**src/rtl/uart_rxs_pkg.sv**
```systemverilog
package uart_rxs_pkg;

    typedef struct packed {
        logic       brk;
        logic       fe;
        logic       pe;
        logic [7:0] data;
    } rx_entry_t;

    typedef enum logic [2:0] {
        ST_IDLE,
        ST_START,
        ST_DATA,
        ST_PAR,
        ST_STOP,
        ST_BRK,
        ST_WAITHI
    } rx_state_t;

endpackage

```
**src/rtl/uart_rxs_deser.sv**
```systemverilog
module uart_rxs_deser
    import uart_rxs_pkg::*;
#(
    parameter int OSR = 16
) (
    input  logic       clk,
    input  logic       rst_n,
    input  logic       tick,
    input  logic       rx,
    input  logic [1:0] wl,
    input  logic       two_stop,
    input  logic       par_en,
    input  logic [1:0] par_sel,
    output logic       push,
    output rx_entry_t  entry
);
    localparam int TW = $clog2(OSR);
    localparam int HW = $clog2(OSR * 12 + 1);
    localparam logic [TW-1:0] T_MID = TW'(OSR / 2 - 2);
    localparam logic [TW-1:0] T_END = TW'(OSR - 1);

    typedef struct packed {
        rx_state_t     st;
        logic [TW-1:0] tcnt;
        logic [2:0]    bitn;
        logic [7:0]    sh;
        logic          pacc;
        logic          pe;
        logic          fe;
        logic          allz;
        logic [HW-1:0] hcnt;
        logic          s1;
        logic          s2;
    } dstate_t;

    dstate_t q, d;
    logic       rx_s;
    logic [3:0] nbits;
    logic [3:0] frame_bits;
    logic [HW-1:0] cticks;
    logic [2:0] last_bit;

    assign rx_s       = q.s2;
    assign nbits      = {2'b00, wl} + 4'd5;
    assign frame_bits = 4'd2 + nbits + {3'b000, par_en} + {3'b000, two_stop};
    assign cticks     = HW'(OSR) * HW'(frame_bits);
    assign last_bit   = {1'b0, wl} + 3'd4;

    always_comb begin
        logic allz_f;
        logic fe_f;
        d      = q;
        d.s1   = rx;
        d.s2   = q.s1;
        push   = 1'b0;
        entry  = '0;
        allz_f = 1'b0;
        fe_f   = 1'b0;
        case (q.st)
            ST_IDLE: begin
                if (tick && !rx_s) begin
                    d.st   = ST_START;
                    d.tcnt = '0;
                end
            end
            ST_START: begin
                if (tick) begin
                    if (q.tcnt == T_MID) begin
                        if (rx_s) begin
                            d.st = ST_IDLE;
                        end else begin
                            d.st   = ST_DATA;
                            d.tcnt = '0;
                            d.bitn = '0;
                            d.sh   = '0;
                            d.pacc = 1'b0;
                            d.pe   = 1'b0;
                            d.fe   = 1'b0;
                            d.allz = 1'b1;
                        end
                    end else begin
                        d.tcnt = q.tcnt + 1'b1;
                    end
                end
            end
            ST_DATA: begin
                if (tick) begin
                    if (q.tcnt == T_END) begin
                        d.tcnt = '0;
                        d.sh   = {rx_s, q.sh[7:1]};
                        d.pacc = q.pacc ^ rx_s;
                        d.allz = q.allz & ~rx_s;
                        if (q.bitn == last_bit) begin
                            d.bitn = '0;
                            d.st   = par_en ? ST_PAR : ST_STOP;
                        end else begin
                            d.bitn = q.bitn + 1'b1;
                        end
                    end else begin
                        d.tcnt = q.tcnt + 1'b1;
                    end
                end
            end
            ST_PAR: begin
                if (tick) begin
                    if (q.tcnt == T_END) begin
                        d.tcnt = '0;
                        d.allz = q.allz & ~rx_s;
                        d.st   = ST_STOP;
                        case (par_sel)
                            2'b00:   d.pe = ~(q.pacc ^ rx_s);
                            2'b01:   d.pe = q.pacc ^ rx_s;
                            2'b10:   d.pe = ~rx_s;
                            default: d.pe = rx_s;
                        endcase
                    end else begin
                        d.tcnt = q.tcnt + 1'b1;
                    end
                end
            end
            ST_STOP: begin
                if (tick) begin
                    if (q.tcnt == T_END) begin
                        d.tcnt = '0;
                        allz_f = q.allz & ~rx_s;
                        fe_f   = q.fe | ~rx_s;
                        d.allz = allz_f;
                        d.fe   = fe_f;
                        if (q.bitn[0] == two_stop) begin
                            push = 1'b1;
                            d.bitn = '0;
                            if (allz_f) begin
                                entry.brk = 1'b1;
                                d.st      = ST_BRK;
                                d.hcnt    = '0;
                            end else begin
                                entry.fe   = fe_f;
                                entry.pe   = q.pe;
                                entry.data = q.sh >> (2'd3 - wl);
                                d.st       = ST_WAITHI;
                            end
                        end else begin
                            d.bitn = q.bitn + 1'b1;
                        end
                    end else begin
                        d.tcnt = q.tcnt + 1'b1;
                    end
                end
            end
            ST_BRK: begin
                if (tick) begin
                    if (!rx_s) begin
                        d.hcnt = '0;
                    end else if (q.hcnt == cticks - 1'b1) begin
                        d.hcnt = '0;
                        d.st   = ST_IDLE;
                    end else begin
                        d.hcnt = q.hcnt + 1'b1;
                    end
                end
            end
            ST_WAITHI: begin
                if (rx_s) d.st = ST_IDLE;
            end
            default: d.st = ST_IDLE;
        endcase
    end

    always_ff @(posedge clk or negedge rst_n) begin
        if (!rst_n) begin
            q <= '{st: ST_IDLE, tcnt: '0, bitn: '0, sh: '0, pacc: 1'b0,
                   pe: 1'b0, fe: 1'b0, allz: 1'b0, hcnt: '0, s1: 1'b1, s2: 1'b1};
        end else begin
            q <= d;
        end
    end

    // a stored character never has bits set above the selected width
    assert_zero_fill_R1: assert property (@(posedge clk) disable iff (!rst_n)
        push |-> ((entry.data >> nbits) == 8'd0));

    // a low line keeps the receiver in break recovery
    assert_break_hold_R7: assert property (@(posedge clk) disable iff (!rst_n)
        (q.st == ST_BRK && tick && !rx_s) |=> (q.st == ST_BRK && q.hcnt == '0));

endmodule

```
**src/rtl/uart_rxs_fifo.sv**
```systemverilog
module uart_rxs_fifo #(
    parameter int DEPTH = 16,
    parameter int WIDTH = 11
) (
    input  logic             clk,
    input  logic             rst_n,
    input  logic             clr,
    input  logic             push,
    input  logic [WIDTH-1:0] wdata,
    input  logic             pop,
    output logic [WIDTH-1:0] rdata,
    output logic [$clog2(DEPTH+1)-1:0] count,
    output logic             full,
    output logic             empty
);
    localparam int AW = $clog2(DEPTH);
    localparam int CW = $clog2(DEPTH + 1);
    localparam logic [AW-1:0] LAST = AW'(DEPTH - 1);
    localparam logic [CW-1:0] FULLC = CW'(DEPTH);

    typedef struct packed {
        logic [AW-1:0] wp;
        logic [AW-1:0] rp;
        logic [CW-1:0] cnt;
    } fstate_t;

    fstate_t q, d;
    logic [WIDTH-1:0] mem [DEPTH];
    logic do_push, do_pop;

    assign full  = (q.cnt == FULLC);
    assign empty = (q.cnt == '0);
    assign count = q.cnt;
    assign rdata = mem[q.rp];

    always_comb begin
        d       = q;
        do_pop  = pop && !empty && !clr;
        do_push = push && (!full || do_pop) && !clr;
        if (clr) begin
            d.wp  = '0;
            d.rp  = '0;
            d.cnt = '0;
        end else begin
            if (do_push) d.wp = (q.wp == LAST) ? '0 : q.wp + 1'b1;
            if (do_pop)  d.rp = (q.rp == LAST) ? '0 : q.rp + 1'b1;
            d.cnt = q.cnt + CW'(do_push) - CW'(do_pop);
        end
    end

    always_ff @(posedge clk or negedge rst_n) begin
        if (!rst_n) q <= '0;
        else        q <= d;
    end

    always_ff @(posedge clk) begin
        if (do_push) mem[q.wp] <= wdata;
    end

    // a push into a full queue without a pop changes nothing
    assert_no_overflow_R6: assert property (@(posedge clk) disable iff (!rst_n)
        (full && push && !pop && !clr) |=> (count == FULLC && $stable(rdata)));

endmodule

```
**src/rtl/uart_rx_status.sv**
```systemverilog
module uart_rx_status
    import uart_rxs_pkg::*;
#(
    parameter int OSR   = 16,
    parameter int DEPTH = 16
) (
    input  logic       clk,
    input  logic       rst_n,
    input  logic       tick16,
    input  logic       rx_in,
    input  logic [1:0] wl_sel,
    input  logic       stop2,
    input  logic       par_on,
    input  logic [1:0] par_mode,
    input  logic       fifo_clr,
    input  logic       rd_data,
    input  logic       rd_status,
    output logic [7:0] data_out,
    output logic       data_ready,
    output logic       overrun,
    output logic       parity_err,
    output logic       frame_err,
    output logic       break_det,
    output logic       fifo_err
);
    localparam int CW = $clog2(DEPTH + 1);
    localparam int EW = $bits(rx_entry_t);

    typedef struct packed {
        logic          ovr;
        logic          pe;
        logic          fe;
        logic          brk;
        logic          ferr;
        logic          seen;
        logic [CW-1:0] ecnt;
    } tstate_t;

    tstate_t q, d;

    logic          push;
    rx_entry_t     new_ent;
    rx_entry_t     head;
    logic [EW-1:0] head_raw;
    logic [CW-1:0] count;
    logic          full, empty;
    logic          pop_ok, push_acc, ovr_set, latch, push_err, pop_err;

    uart_rxs_deser #(.OSR(OSR)) i_deser (
        .clk      (clk),
        .rst_n    (rst_n),
        .tick     (tick16),
        .rx       (rx_in),
        .wl       (wl_sel),
        .two_stop (stop2),
        .par_en   (par_on),
        .par_sel  (par_mode),
        .push     (push),
        .entry    (new_ent)
    );

    uart_rxs_fifo #(.DEPTH(DEPTH), .WIDTH(EW)) i_fifo (
        .clk   (clk),
        .rst_n (rst_n),
        .clr   (fifo_clr),
        .push  (push),
        .wdata (new_ent),
        .pop   (pop_ok),
        .rdata (head_raw),
        .count (count),
        .full  (full),
        .empty (empty)
    );

    assign head = rx_entry_t'(head_raw);

    always_comb begin
        d        = q;
        pop_ok   = rd_data && !empty;
        push_acc = push && (!full || pop_ok) && !fifo_clr;
        ovr_set  = push && full && !pop_ok;
        latch    = !empty && !q.seen && !fifo_clr;
        push_err = push_acc && (new_ent.pe || new_ent.fe || new_ent.brk);
        pop_err  = pop_ok && !fifo_clr && (head.pe || head.fe || head.brk);

        if (fifo_clr || pop_ok) d.seen = 1'b0;
        else if (latch)         d.seen = 1'b1;

        d.pe  = (q.pe  && !rd_status) || (latch && head.pe);
        d.fe  = (q.fe  && !rd_status) || (latch && head.fe);
        d.brk = (q.brk && !rd_status) || (latch && head.brk);
        d.ovr = (q.ovr && !rd_status) || ovr_set;

        if (fifo_clr) d.ecnt = '0;
        else          d.ecnt = q.ecnt + CW'(push_err) - CW'(pop_err);

        d.ferr = push_err || (q.ferr && !(rd_status && d.ecnt == '0));
    end

    always_ff @(posedge clk or negedge rst_n) begin
        if (!rst_n) q <= '0;
        else        q <= d;
    end

    assign data_out   = head.data;
    assign data_ready = !empty;
    assign overrun    = q.ovr;
    assign parity_err = q.pe;
    assign frame_err  = q.fe;
    assign break_det  = q.brk;
    assign fifo_err   = q.ferr;

    // taking the last entry leaves the queue empty
    assert_last_pop_R5: assert property (@(posedge clk) disable iff (!rst_n)
        (count == CW'(1) && pop_ok && !push) |=> !data_ready);

    // a lost character raises the overrun flag
    assert_overrun_set_R6: assert property (@(posedge clk) disable iff (!rst_n)
        ovr_set |=> overrun);

    // a status read with no new event leaves every line flag clear
    assert_status_clear_R8: assert property (@(posedge clk) disable iff (!rst_n)
        (rd_status && !latch && !ovr_set) |=> !(parity_err || frame_err || break_det || overrun));

    // the summary flag survives while errored entries remain
    assert_ferr_hold_R9: assert property (@(posedge clk) disable iff (!rst_n)
        (fifo_err && d.ecnt != '0) |=> fifo_err);

    // a clear leaves nothing to read
    assert_clear_empty_R10: assert property (@(posedge clk) disable iff (!rst_n)
        fifo_clr |=> !data_ready);

endmodule

```
**config.mk**
```make
export PLATFORM = sky130hd
export DESIGN_NAME = uart_rx_status
export DESIGN_NICKNAME = d
export VERILOG_FILES = /design/src/rtl/uart_rxs_pkg.sv /design/src/rtl/uart_rxs_deser.sv /design/src/rtl/uart_rxs_fifo.sv /design/src/rtl/uart_rx_status.sv
export SDC_FILE = /design/constraint.sdc
export NUM_CORES = 1
export LEC_CHECK = 0
export ABC_CLOCK_PERIOD_IN_PS = 4200
export BUFFER_PORTS_ARGS = -buffer_cell sky130_fd_sc_hd__buf_2
export CAP_MARGIN = 20
export CORE_MARGIN = 2
export CORE_UTILIZATION = 35
export DETAILED_ROUTE_END_ITERATION = 16
export PLACE_DENSITY_LB_ADDON = 0.25
export SLEW_MARGIN = 10
export SYNTH_ARGS = -nofsm -noshare
export SYNTH_HDL_FRONTEND = slang
export SYNTH_HIERARCHICAL = 1
export SYNTH_SLANG_ARGS = --single-unit
```
**constraint.sdc**
```tcl
create_clock -name clk -period 4.2 [get_ports clk]
set_clock_uncertainty 0.15 [all_clocks]
set_input_delay 0.42 -clock clk [delete_from_list [all_inputs] [get_ports clk]]
set_output_delay 0.42 -clock clk [all_outputs]
set_load 0.05 [all_outputs]
```
== Yosys cells after proc, flatten, opt, wreduce, memory -nomap -nowiden ==
Memories as Yosys holds them, arrays and structs flattened.
Index checks and enable logic that the tools add are counted.

* Flip-flop bits (word level): 56
* Memory bits (writable): 176
* Input bits: 13
* Output and inout port bits: 14
* Logic and storage cells: 213
* Memories kept: 1

* Add/subtract/negate cells: 16
* Eq/ne operators: 36
* Shifts and indexed selects: 1
* Muxes and demuxes: 66
* Bitwise operators: 5
* Reductions and logical operators: 67

{| class="wikitable"
|+ Memories
! memory !! depth !! width !! read ports !! clocked after memory_dff !! wr ports !! line !! text
|-
| i_fifo.mem || 16 || 11 || 1 || 0 || 1 || uart_rxs_fifo.sv:28 || <nowiki>logic [WIDTH-1:0] mem [DEPTH];</nowiki>
|}

{| class="wikitable"
|+ Operators by type and width
! operator !! count
|-
| 2-to-1 mux 11 bit || 4
|-
| 2-to-1 mux 3 bit || 14
|-
| 2-to-1 mux 10 bit || 4
|-
| 2-to-1 mux 8 bit || 5
|-
| 2-to-1 mux 19 bit || 2
|-
| != test 2 x 1 -> 1 bit, second input constant || 13
|-
| logical AND 1 bit || 24
|-
| 2-to-1 mux 4 bit || 6
|-
| AND reduction 6 bit || 4
|-
| 2-to-1 mux 22 bit || 1
|-
| one-hot mux 3 bit (7 select lines) || 1
|-
| one-hot mux 4 bit (5 select lines) || 1
|-
| one-hot mux 9 bit (2 select lines) || 1
|-
| one-hot mux 8 bit (2 select lines) || 1
|-
| AND reduction 8 bit || 2
|-
| 2-to-1 mux 15 bit || 1
|-
| AND reduction 15 bit || 1
|-
| 2-to-1 mux 7 bit || 2
|-
| nonzero test 2 bit || 7
|-
| 2-to-1 mux 1 bit || 13
|-
| 2-to-1 mux 13 bit || 1
|-
| adder 4 x 1 -> 4 bit, second input constant || 3
|-
| equality test 4 bit, second input constant || 3
|-
| logical OR 1 bit || 12
|-
| other kinds (41) || 65
|}

== Depth between registers and ports, before layout ==
Gate-level depths: netlist of the first run.

* Depth in word-level cells: 18
* Gate-level depth with buffers: 19
* Gate-level depth less buffers: 18

== Modules after synthesis ==
The synthesis of the first run kept the hierarchy.

{| class="wikitable"
|+ By module, submodules not included
! module !! times used !! cells each !! area each (sq um)
|-
| uart_rxs_fifo || 1 || 419 || 7,698.6
|-
| uart_rxs_deser || 1 || 270 || 2,338.5
|-
| uart_rx_status || 1 || 70 || 659.4
|}

== Least setup slack after synthesis of the first run ==
No wires, ideal clock.

* Path type: reg2reg
* Start: register i_deser/q[25] (netlist bit)
* End: register q, in the netlist fifo_err
* Arrival: 4.089 ns
* Data required time: 3.915 ns
* Slack: -0.174 ns
* Stages on the path, launching flop included: 20
* Buffers on the path: 1
* Cell sequence: dfrtp_1 -> ha_1 -> and3_1 -> clkbuf_1 -> nand2_1 -> nor3_2 -> nand2_1 -> a21oi_1 -> nor3_1 -> a2111oi_4 -> inv_1 -> ha_1 -> inv_1 -> ha_1 -> inv_1 -> fa_1 -> xor2_1 -> nor2_1 -> nor4b_1 -> a31oi_1

{| class="wikitable"
|+ RTL lines
! what !! line !! text
|-
| start: declaration || uart_rxs_deser.sv:36 || <nowiki>dstate_t q, d;</nowiki>
|-
| start signal: assignment || uart_rxs_deser.sv:171 || <nowiki>q <= '{st: ST_IDLE, tcnt: '0, bitn: '0, sh: '0, pacc: 1'b0,</nowiki>
|-
| end signal: assignment || uart_rx_status.sv:101 || <nowiki>if (!rst_n) q <= '0;</nowiki>
|-
| end signal: assignment || uart_rx_status.sv:102 || <nowiki>else q <= d;</nowiki>
|-
| end: declaration || uart_rx_status.sv:39 || <nowiki>tstate_t q, d;</nowiki>
|}

==> results.json, run 1 <==
{
  "dieWidth_um": 179,
  "worst_slack_ns": 0.339,
  "globalplace.congestion": 0.800,
  "rr_worst_depth": 13,
  "cts_buffer_depth": 3,
  "status": "finished, final reports clean",
  "crit_required_ns": 4.44,
  "synth.avg_cell_area_um2": 14.1,
  "grt_pass1_wl_um": 35700,
  "drive_above_1_share_pct": 17.7,
  "htreeDepth": 1,
  "peakVddDrop_v": 0.000363,
  "hold_depth": 4,
  "grt_overflow_total": 0,
  "grt_pass1_vias": 6350,
  "grt_max_degree": 37,
  "clock_latency_ns": 0.51,
  "rows": 63,
  "hold_path.class": "input pin to register",
  "arrival_ns": 4.10,
  "mostFrequentLayoutCell": "edfxtp_1",
  "drcViolationCount": 0,
  "routed_via_density": 5.09,
  "period_share_pct": 91.9,
  "max_freq_ghz": 0.259,
  "end_kind": "register",
  "seqCellArea_um2": 6690,
  "grt_use_total_pct": 14.6,
  "cts_tree": "yes",
  "cap_violations": 0,
  "drv_slew": 0,
  "fillers": 2765,
  "final_antenna_net_count": 0,
  "synthCells": 754,
  "rsz0062_at_grt": "false",
  "cts_sinks": 232,
  "p_leak_nw": 4.22,
  "wl_um": 22500,
  "path_clk_slew_ns": 0.06,
  "wl_per_cell_um": 18.6,
  "powerDensity_nw_per_um2": 504,
  "die_y_um": 179,
  "ios": 27,
  "die_area_um2": 31900,
  "multi_input_area_um2": 3660,
  "antenna_cells": 0,
  "area_growth_pct": 13.9,
  "syn_area_um2": 10700,
  "ctsRootBufferMaster": "clkbuf_16",
  "firstDrtPassIters": 5,
  "hold_violations": 0,
  "io_buffers": 26,
  "worst_pin_slew_ns": 1.03,
  "dp_hpwl_um": 15000,
  "start_kind": "register",
  "vias": 6159,
  "numCtsBuffers": 24,
  "crit_fanout": 28,
  "nets": 844,
  "min_period_ns": 3.86,
  "rrSetupSlack_ns": 0.34,
  "relSlewSlack_pct": 31.2,
  "yosys_warnings": 6,
  "coreArea_um2": 29800,
  "crit_type": "register to register",
  "antenna_found_initial": 0,
  "drt-initial-drc-count": 376,
  "pre_cts_slack_ns": 0.295,
  "mostFrequentLayoutCells": "edfxtp_1 (176), dfrtp_1 (53), nand2_1 (42), inv_1 (41), nor2_1 (36)",
  "setup-tns-final_ns": 0,
  "setup_viol": 0,
  "syn_nets": 795,
  "start_util_pct": 35.8
}
## registers in the layout, indices dropped and copies added (netlist names)
| name | cells |
|---|---|
| i_fifo/mem | 176 |
| i_deser/q | 30 |
| i_fifo/q | 8 |
| q | 6 |
| i_fifo/count | 5 |
| break_det | 1 |
| fifo_err | 1 |
| frame_err | 1 |
| i_deser/d | 1 |
| i_deser/rx_s | 1 |
| overrun | 1 |
| parity_err | 1 |
## worst max-delay path, cell delays in order, from the launching register on
cell,delay [ns]
dfrtp_4,0.70
mux4_2,0.55
a221o_1,0.39
nor3_1,0.25
nor3_1,0.08
ha_1,0.31
inv_1,0.05
ha_1,0.15
inv_1,0.05
fa_1,0.38
xor2_1,0.14
nor2_1,0.07
nor4b_2,0.30
a31oi_1,0.13
## per-stage QoR
step	hold slack (ns)	util [%]	instance area, um2	power, mW	std cells
2_1_floorplan	-0.0256	-	10700	3.78	754
3_3_place_gp	0.198	38.0	11300	4.09	1164
3_5_place_dp	0.200	38.0	11300	4.09	1164
4_1_cts	0.141	40.7	12100	6.20	1210
5_1_grt	0.188	40.7	12100	6.43	1210
6_report	0.156	40.7	12100	6.11	1210
## what timing repair did
| action | CTS | global route |
|---|---|---|
| buffers inserted | 0 | 0 |
| hold buffers | 3 | 0 |
| resized for setup | 0 | 1 |
| endpoints found under the setup margin | 0 | 1 |
| endpoints found under the hold margin | 40 | 0 |
## final cells by class
cell class              count  area share (%)
clock inverters            14            1.23
well taps                 390            4.02
inverters                  41            1.27
repair buffers             58            3.11
flip-flops and latches    232            55.1
multi-input cells         446            30.2
clock buffers              29            5.10
## layer usage
layer | wire [um] | vias to the layer above | GRT usage (%) | part of all wire (%)
li1 | - | 2965 | - | -
met1 | 10500 | 3073 | 19.9 | 47
met2 | 10800 | 88 | 24.5 | 48
met3 | 787 | 33 | 2.30 | 3.5
met4 | 427 | 0 | 3.52 | 1.9
met5 | 0 | - | 0 | 0
## path summary, 6_finish.rpt
check,from,end
min reg2reg,i_deser/d[0]$_DFF_PN1_,i_deser/rx_s$_DFF_PN1_
min,rd_data,overrun$_DFF_PN0_
min in group asynchronous,rst_n,i_deser/q[6]$_DFFE_PN0P_
max in group asynchronous,rst_n,i_deser/rx_s$_DFF_PN1_
max,i_fifo/q[5]$_DFFE_PN0P_,fifo_err$_DFF_PN0_
max reg2reg,i_fifo/q[5]$_DFFE_PN0P_,fifo_err$_DFF_PN0_
## power by group
part,internal [mW],switching (mW)
Combinational,0.571,0.825
Clock,1.23,0.849
Sequential,2.53,0.108
(Power assumes the default switching activity.)
==> run 2, diff against run 1 <==
--- a/config.mk
+++ b/config.mk
@@ -8,6 +8,8 @@
 export ABC_CLOCK_PERIOD_IN_PS = 4200
 export BUFFER_PORTS_ARGS = -buffer_cell sky130_fd_sc_hd__buf_2
 export CAP_MARGIN = 20
+export CELL_PAD_IN_SITES_DETAIL_PLACEMENT = 1
+export CELL_PAD_IN_SITES_GLOBAL_PLACEMENT = 1
 export CORE_MARGIN = 2
 export CORE_UTILIZATION = 35
 export DETAILED_ROUTE_END_ITERATION = 16
@@ -17,3 +19,4 @@
 export SYNTH_HDL_FRONTEND = slang
 export SYNTH_HIERARCHICAL = 1
 export SYNTH_SLANG_ARGS = --single-unit
+export TNS_END_PERCENT = 5
==> run 2 against run 1 <==
  * Sequential cell count did not move
  * Hold slack improved by 0.0029 ns
  * Combinational power about the same
  * Total power grew 2.9%
  * Critical path type unchanged
  * Largest power group unchanged
  * Highest routed layer unchanged
==> results.json, run 2 (synthesis results as in run 1) <==
{
  "grt_pass1_vias": 6809,
  "drv_slew": 0,
  "period_share_pct": 94.0,
  "mostFrequentLayoutCell": "edfxtp_1",
  "start_kind": "register",
  "globalplace.congestion": 0.796,
  "worst_pin_slew_ns": 1.05,
  "grt_use_total_pct": 16.0,
  "crit_required_ns": 4.45,
  "internal_power_mw": 4.44,
  "startpoint": "i_deser/q[25]$_DFFE_PN0P_",
  "use_met2_pct": 28.4,
  "use_met1_pct": 20.7,
  "peakVddDrop_v": 0.000296,
  "grt_use_met3_pct": 1.73,
  "max_freq_ghz": 0.253,
  "relSlewSlack_pct": 29.6,
  "routed_via_density": 5.25,
  "ios": 27,
  "switching_share_pct": 29.4,
  "ctsRootBufferMaster": "clkbuf_16",
  "powerDensity_nw_per_um2": 515,
  "top_register": "i_fifo/mem",
  "cts_buffer_depth": 3,
  "start_util_pct": 35.8,
  "vias": 6358,
  "grt_overflow_total": 0,
  "antenna_found_initial": 0,
  "crit_end": "fifo_err$_DFF_PN0_",
  "rr_worst_depth": 18,
  "crit_type": "register to register",
  "fin_area_um2": 12200,
  "rrSetupSlack_ns": 0.25,
  "coreArea_um2": 29800,
  "grt_max_degree": 37,
  "r2r_end": "fifo_err$_DFF_PN0_",
  "wl_um": 24700,
  "numCtsBuffers": 25,
  "dieWidth_um": 179,
  "area_growth_pct": 14.5,
  "dp_hpwl_um": 16700,
  "p_comb_share_pct": 22.6,
  "io_buffers": 26,
  "hold_violations": 0,
  "path_clk_slew_ns": 0.06,
  "largest_reg_flops": 176,
  "p_leak_nw": 4.24,
  "drcViolationCount": 0,
  "p_clk_share_pct": 35.5,
  "cts_setup_buffers": 0,
  "fillers": 3059,
  "die_y_um": 179,
  "dpl_cell_area_um2": 11300,
  "top_regs": "i_fifo/mem (176), i_deser/q (30), i_fifo/q (8)",
  "wl_per_cell_um": 20.4,
  "grt_pass1_wl_um": 39500,
  "seq_power_share_pct": 41.9,
  "die_area_um2": 31900,
  "status": "finished, final reports clean",
  "hold_path.class": "input pin to register",
  "whs_ns": 0.159,
  "firstDrtPassIters": 4,
  "antenna_cells": 0,
  "mostFrequentLayoutCells": "edfxtp_1 (176), dfrtp_1 (53), inv_1 (41), nand2_1 (41), nor2_1 (36)",
  "rows": 63,
  "clock_latency_ns": 0.53,
  "arrival_ns": 4.20,
  "seqCellArea_um2": 6690,
  "end_kind": "register",
  "htreeDepth": 1,
  "nets": 842,
  "drt-initial-drc-count": 364,
  "switchingPower_mw": 1.85,
  "cts_tree": "yes",
  "rr_startpoint": "i_deser/q[25]$_DFFE_PN0P_",
  "multi_input_area_um2": 3660,
  "setup_viol": 0,
  "busiest_layer": "met2",
  "crit_fanout": 10,
  "cts_sinks": 232,
  "min_period_ns": 3.95,
  "cap_violations": 0,
  "hold_depth": 4,
  "final_antenna_net_count": 0,
  "drive_above_1_share_pct": 18.4,
  "rsz0062_at_grt": "true"
}
## run 2: cell types whose count changed in the layout (fill, tap and decap cells not counted), sizes merged
cell    delta
buf        -4
clkbuf    +12
clkinv     -7
inv        +1
bufinv     -2
## run 2: power groups by stage
stage                     registers [mW]  clock network, mW  logic, mW
final                               2.64               2.23       1.42
after global routing                2.65               2.38       1.57
after CTS                           2.64               2.30       1.44
after detailed placement            2.69                  0       1.43
after global placement              2.67                  0       1.38
after floorplan                     2.65                  0       1.13
## run 2: routing by layer
layer	wire (um)	vias up
met5	0	-
met4	634	0
met3	637	41
met2	12500	97
met1	10900	3268
li1	-	2952
## run 2: worst max-delay path: stages, from the launching register on
cell	delay (ns)
dfrtp_1	0.40
ha_2	0.24
and3_1	0.21
nand2_1	0.08
nor3_2	0.23
buf_4	0.21
nor2b_1	0.18
nor3_1	0.10
a2111oi_4	0.26
inv_1	0.09
ha_1	0.28
inv_1	0.06
ha_1	0.18
inv_1	0.07
fa_1	0.41
xor2_1	0.17
nor2_1	0.08
nor4b_2	0.30
a31oi_1	0.12
## run 2: how the worst min path moves through the flow
| stage | slack (ns) | from | to |
|---|---|---|---|
| after floorplan | -0.03 | rst_n | break_det$_DFF_PN0_ |
| after global placement | 0.20 | i_deser/d[0]$_DFF_PN1_ | i_deser/rx_s$_DFF_PN1_ |
| after detailed placement | 0.20 | i_deser/d[0]$_DFF_PN1_ | i_deser/rx_s$_DFF_PN1_ |
| after CTS | 0.15 | rd_data | overrun$_DFF_PN0_ |
| after global routing | 0.17 | rd_data | overrun$_DFF_PN0_ |
| final | 0.16 | rd_data | overrun$_DFF_PN0_ |
## run 2: cell type report
class / count / share of cell area [%]
sequential: 232 / 54.8
clock inverter: 6 / 0.605
timing repair buffer: 55 / 2.96
clock buffer: 40 / 6.42
inverter: 41 / 1.26
multi-input combinational: 446 / 29.9
tap: 390 / 4.00
## run 2: what timing repair did
action	in CTS	in global routing
endpoints found under the hold margin	29	0
hold buffers	3	0
gates resized for setup	0	4
setup endpoints to repair	0	2
## run 2: stage by stage
stage / total power, mW / setup WS, ns / std cells / util, % / setup TNS [ns]
finish: 6.29 / 0.252 / 1210 / 41.0 / 0
global route: 6.60 / -0.0417 / 1210 / 41.0 / -0.0417
CTS: 6.37 / 0.192 / 1209 / 40.9 / 0
detailed placement: 4.11 / 0.212 / 1160 / 37.9 / 0
global placement: 4.05 / 0.360 / 1160 / 37.9 / 0
floorplan: 3.78 / 0.0390 / 754 / - / 0
==> run 3, diff against run 2 <==
--- a/config.mk
+++ b/config.mk
@@ -5,6 +5,7 @@
 export SDC_FILE = /design/constraint.sdc
 export NUM_CORES = 1
 export LEC_CHECK = 0
+export ABC_AREA = 1
 export ABC_CLOCK_PERIOD_IN_PS = 4200
 export BUFFER_PORTS_ARGS = -buffer_cell sky130_fd_sc_hd__buf_2
 export CAP_MARGIN = 20
@@ -12,6 +13,7 @@
 export CELL_PAD_IN_SITES_GLOBAL_PLACEMENT = 1
 export CORE_MARGIN = 2
 export CORE_UTILIZATION = 35
+export CTS_CLUSTER_DIAMETER = 100
 export DETAILED_ROUTE_END_ITERATION = 16
 export PLACE_DENSITY_LB_ADDON = 0.25
 export SLEW_MARGIN = 10
==> run 3 against run 2 <==
  * Synthesized cell count up 60%
  * Count of clock-buffer cells in the layout down 7
  * Sequential share of layout area down 3.7 points
  * Final area up 7.2%
  * Die area up 6.6%
  * Total power up 16%
  * Area after synthesis up 6.7%
  * Clock power up 8%
  * Setup slack better by 0.22 ns
  * Largest cell class unchanged
  * Critical endpoint is now i_fifo/count[4]$_DFF_PN0_
  * Non-clock buffer count up 17
==> results.json, run 3 <==
{
  "status": "finished, final reports clean",
  "cts_buffer_depth": 3,
  "cts_tree": "yes",
  "cap_violations": 0,
  "vias": 8396,
  "rsz0062_at_grt": "false",
  "mostFrequentLayoutCell": "nand2_1",
  "seq_power_share_pct": 37.6,
  "htreeDepth": 1,
  "grt_overflow_total": 0,
  "cts_sinks": 232,
  "period_share_pct": 88.8,
  "synth.avg_cell_area_um2": 9.44,
  "worst_slack_ns": 0.471,
  "nets": 1302,
  "drv_slew": 0,
  "io_buffers": 26,
  "top_register": "i_fifo/mem",
  "fillers": 3712,
  "syn_nets": 1246,
  "crit_buf_inv": 6,
  "ctsRootBufferMaster": "clkbuf_16",
  "grt_pass1_wl_um": 48100,
  "globalplace.congestion": 0.764,
  "cpMostUsedCell": "inv_1",
  "crit_chain": "inv_1, ha_1, nand2_1, nor2_1, nand2_1, inv_1, inv_1, nand2_1, inv_1, inv_1, o211ai_4, nand3_4, ha_1, inv_1, ha_1, fa_1, a21oi_1, nor2_1, nor2_1, nand2_1, nand2_1, nor2_1",
  "dieWidth_um": 184,
  "relSlewSlack_pct": 56.3,
  "drive_above_1_share_pct": 12.5,
  "arrival_ns": 4.02,
  "slowest_delay_ns": 0.43,
  "internal_power_mw": 4.65,
  "dp_hpwl_um": 19800,
  "hold_path.class": "input pin to register",
  "ios": 27,
  "syn_area_um2": 11400,
  "wl_um": 30100,
  "grt_max_degree": 49,
  "ctsHoldBuffers": 3,
  "die_area_um2": 34000,
  "largest_reg_flops": 176,
  "top_regs": "i_fifo/mem (176), i_deser/q (30), i_fifo/q (8)",
  "max_freq_ghz": 0.268,
  "wl_per_cell_um": 17.5,
  "final_antenna_net_count": 0,
  "pre_cts_slack_ns": 0.431,
  "cts_setup_buffers": 0,
  "p_leak_nw": 5.54,
  "start_util_pct": 35.2,
  "firstDrtPassIters": 4,
  "path_clk_slew_ns": 0.06,
  "synthCells": 1205,
  "crit_fanout": 17,
  "worst_pin_slew_ns": 0.656,
  "switching_share_pct": 36.4,
  "p_clk_share_pct": 32.9,
  "p_comb_share_pct": 29.5,
  "grt_use_total_pct": 18.3,
  "drt-initial-drc-count": 454,
  "powerDensity_nw_per_um2": 558,
  "coreArea_um2": 32300,
  "post_cts_resize_count": 0,
  "multi_input_area_um2": 3880,
  "mostFrequentLayoutCells": "nand2_1 (360), edfxtp_1 (176), inv_1 (135), nand3_1 (121), nor2_1 (95)",
  "numCtsBuffers": 28,
  "cp_top_family": "adder cells",
  "min_period_ns": 3.73,
  "crit_type": "register to register",
  "critical_path.slowest_cell": "fa_1",
  "hold_violations": 0,
  "area_growth_pct": 15.1,
  "routed_via_density": 4.87,
  "fin_util_pct": 40.5,
  "grt_pass1_vias": 8831,
  "crit_required_ns": 4.49,
  "setup-tns-final_ns": 0,
  "setup_viol": 0,
  "peakVddDrop_v": 0.000341,
  "antenna_found_initial": 0,
  "seqCellArea_um2": 6690,
  "start_kind": "register",
  "end_kind": "register",
  "switchingPower_mw": 2.66,
  "antenna_cells": 0,
  "rows": 66,
  "die_y_um": 184,
  "drcViolationCount": 0,
  "clock_latency_ns": 0.57,
  "yosys_warnings": 6
}
==> run 3: layout make-up <==
type,count,area share [%]
Tap cell,442,4.23
Sequential cell,232,51.1
Multi-Input combinational cell,782,29.6
Timing Repair Buffer,72,3.79
Inverter,145,4.20
Clock inverter,18,1.53
Clock buffer,33,5.50
==> run 3: power groups by stage <==
stage / Sequential, mW / Clock, mW / Combinational (mW)
6_report: 2.74 / 2.41 / 2.15
3_3_place_gp: 2.78 / 0 / 2.13
5_1_grt: 2.77 / 2.55 / 2.48
4_1_cts: 2.74 / 2.47 / 2.19
3_5_place_dp: 2.79 / 0 / 2.18
2_1_floorplan: 2.78 / 0 / 1.67
==> run 3: path summary, 6_finish.rpt <==
kind	startpoint	endpoint	slack [ns]	cells past startpoint
worst max-delay path	i_fifo/count[2]$_DFF_PN0_	i_fifo/count[4]$_DFF_PN0_	0.47	22
worst min-delay path	fifo_clr	i_fifo/count[1]$_DFF_PN0_	0.11	2
worst max register to register	i_fifo/count[2]$_DFF_PN0_	i_fifo/count[4]$_DFF_PN0_	0.47	22
worst min register to register	i_deser/d[0]$_DFF_PN1_	i_deser/rx_s$_DFF_PN1_	0.21	0
max in group asynchronous	rst_n	i_deser/rx_s$_DFF_PN1_	2.70	3
min in group asynchronous	rst_n	break_det$_DFF_PN0_	0.27	2
==> run 3: metrics by stage <==
stage	hold WS, ns	total power, mW	std cells	instance area [um2]
after floorplan	-0.0256	4.45	1205	11400
after global placement	0.203	4.91	1669	12100
after detailed placement	0.197	4.97	1669	12100
after CTS	0.0718	7.41	1723	13100
after global routing	0.110	7.79	1724	13100
final	0.107	7.30	1724	13100
==> run 3: per-layer routing <==
metal / global-route usage, % / share of wire (%)
met1: 23.9 / 46
met2: 31.8 / 49
met3: 2.27 / 2.4
met4: 5.47 / 2.7
met5: 0 / 0
==> run 3: worst register-to-register path: cells and delay by family (launching register included) <==
family                   cells  cell delay, ns
adder cells (fa/ha/maj)      4            1.18
AND/OR/NAND/NOR             10            1.01
buffers and inverters        6            0.51
flip-flops                   1            0.35
AO/OA/AOI/OAI                2            0.43
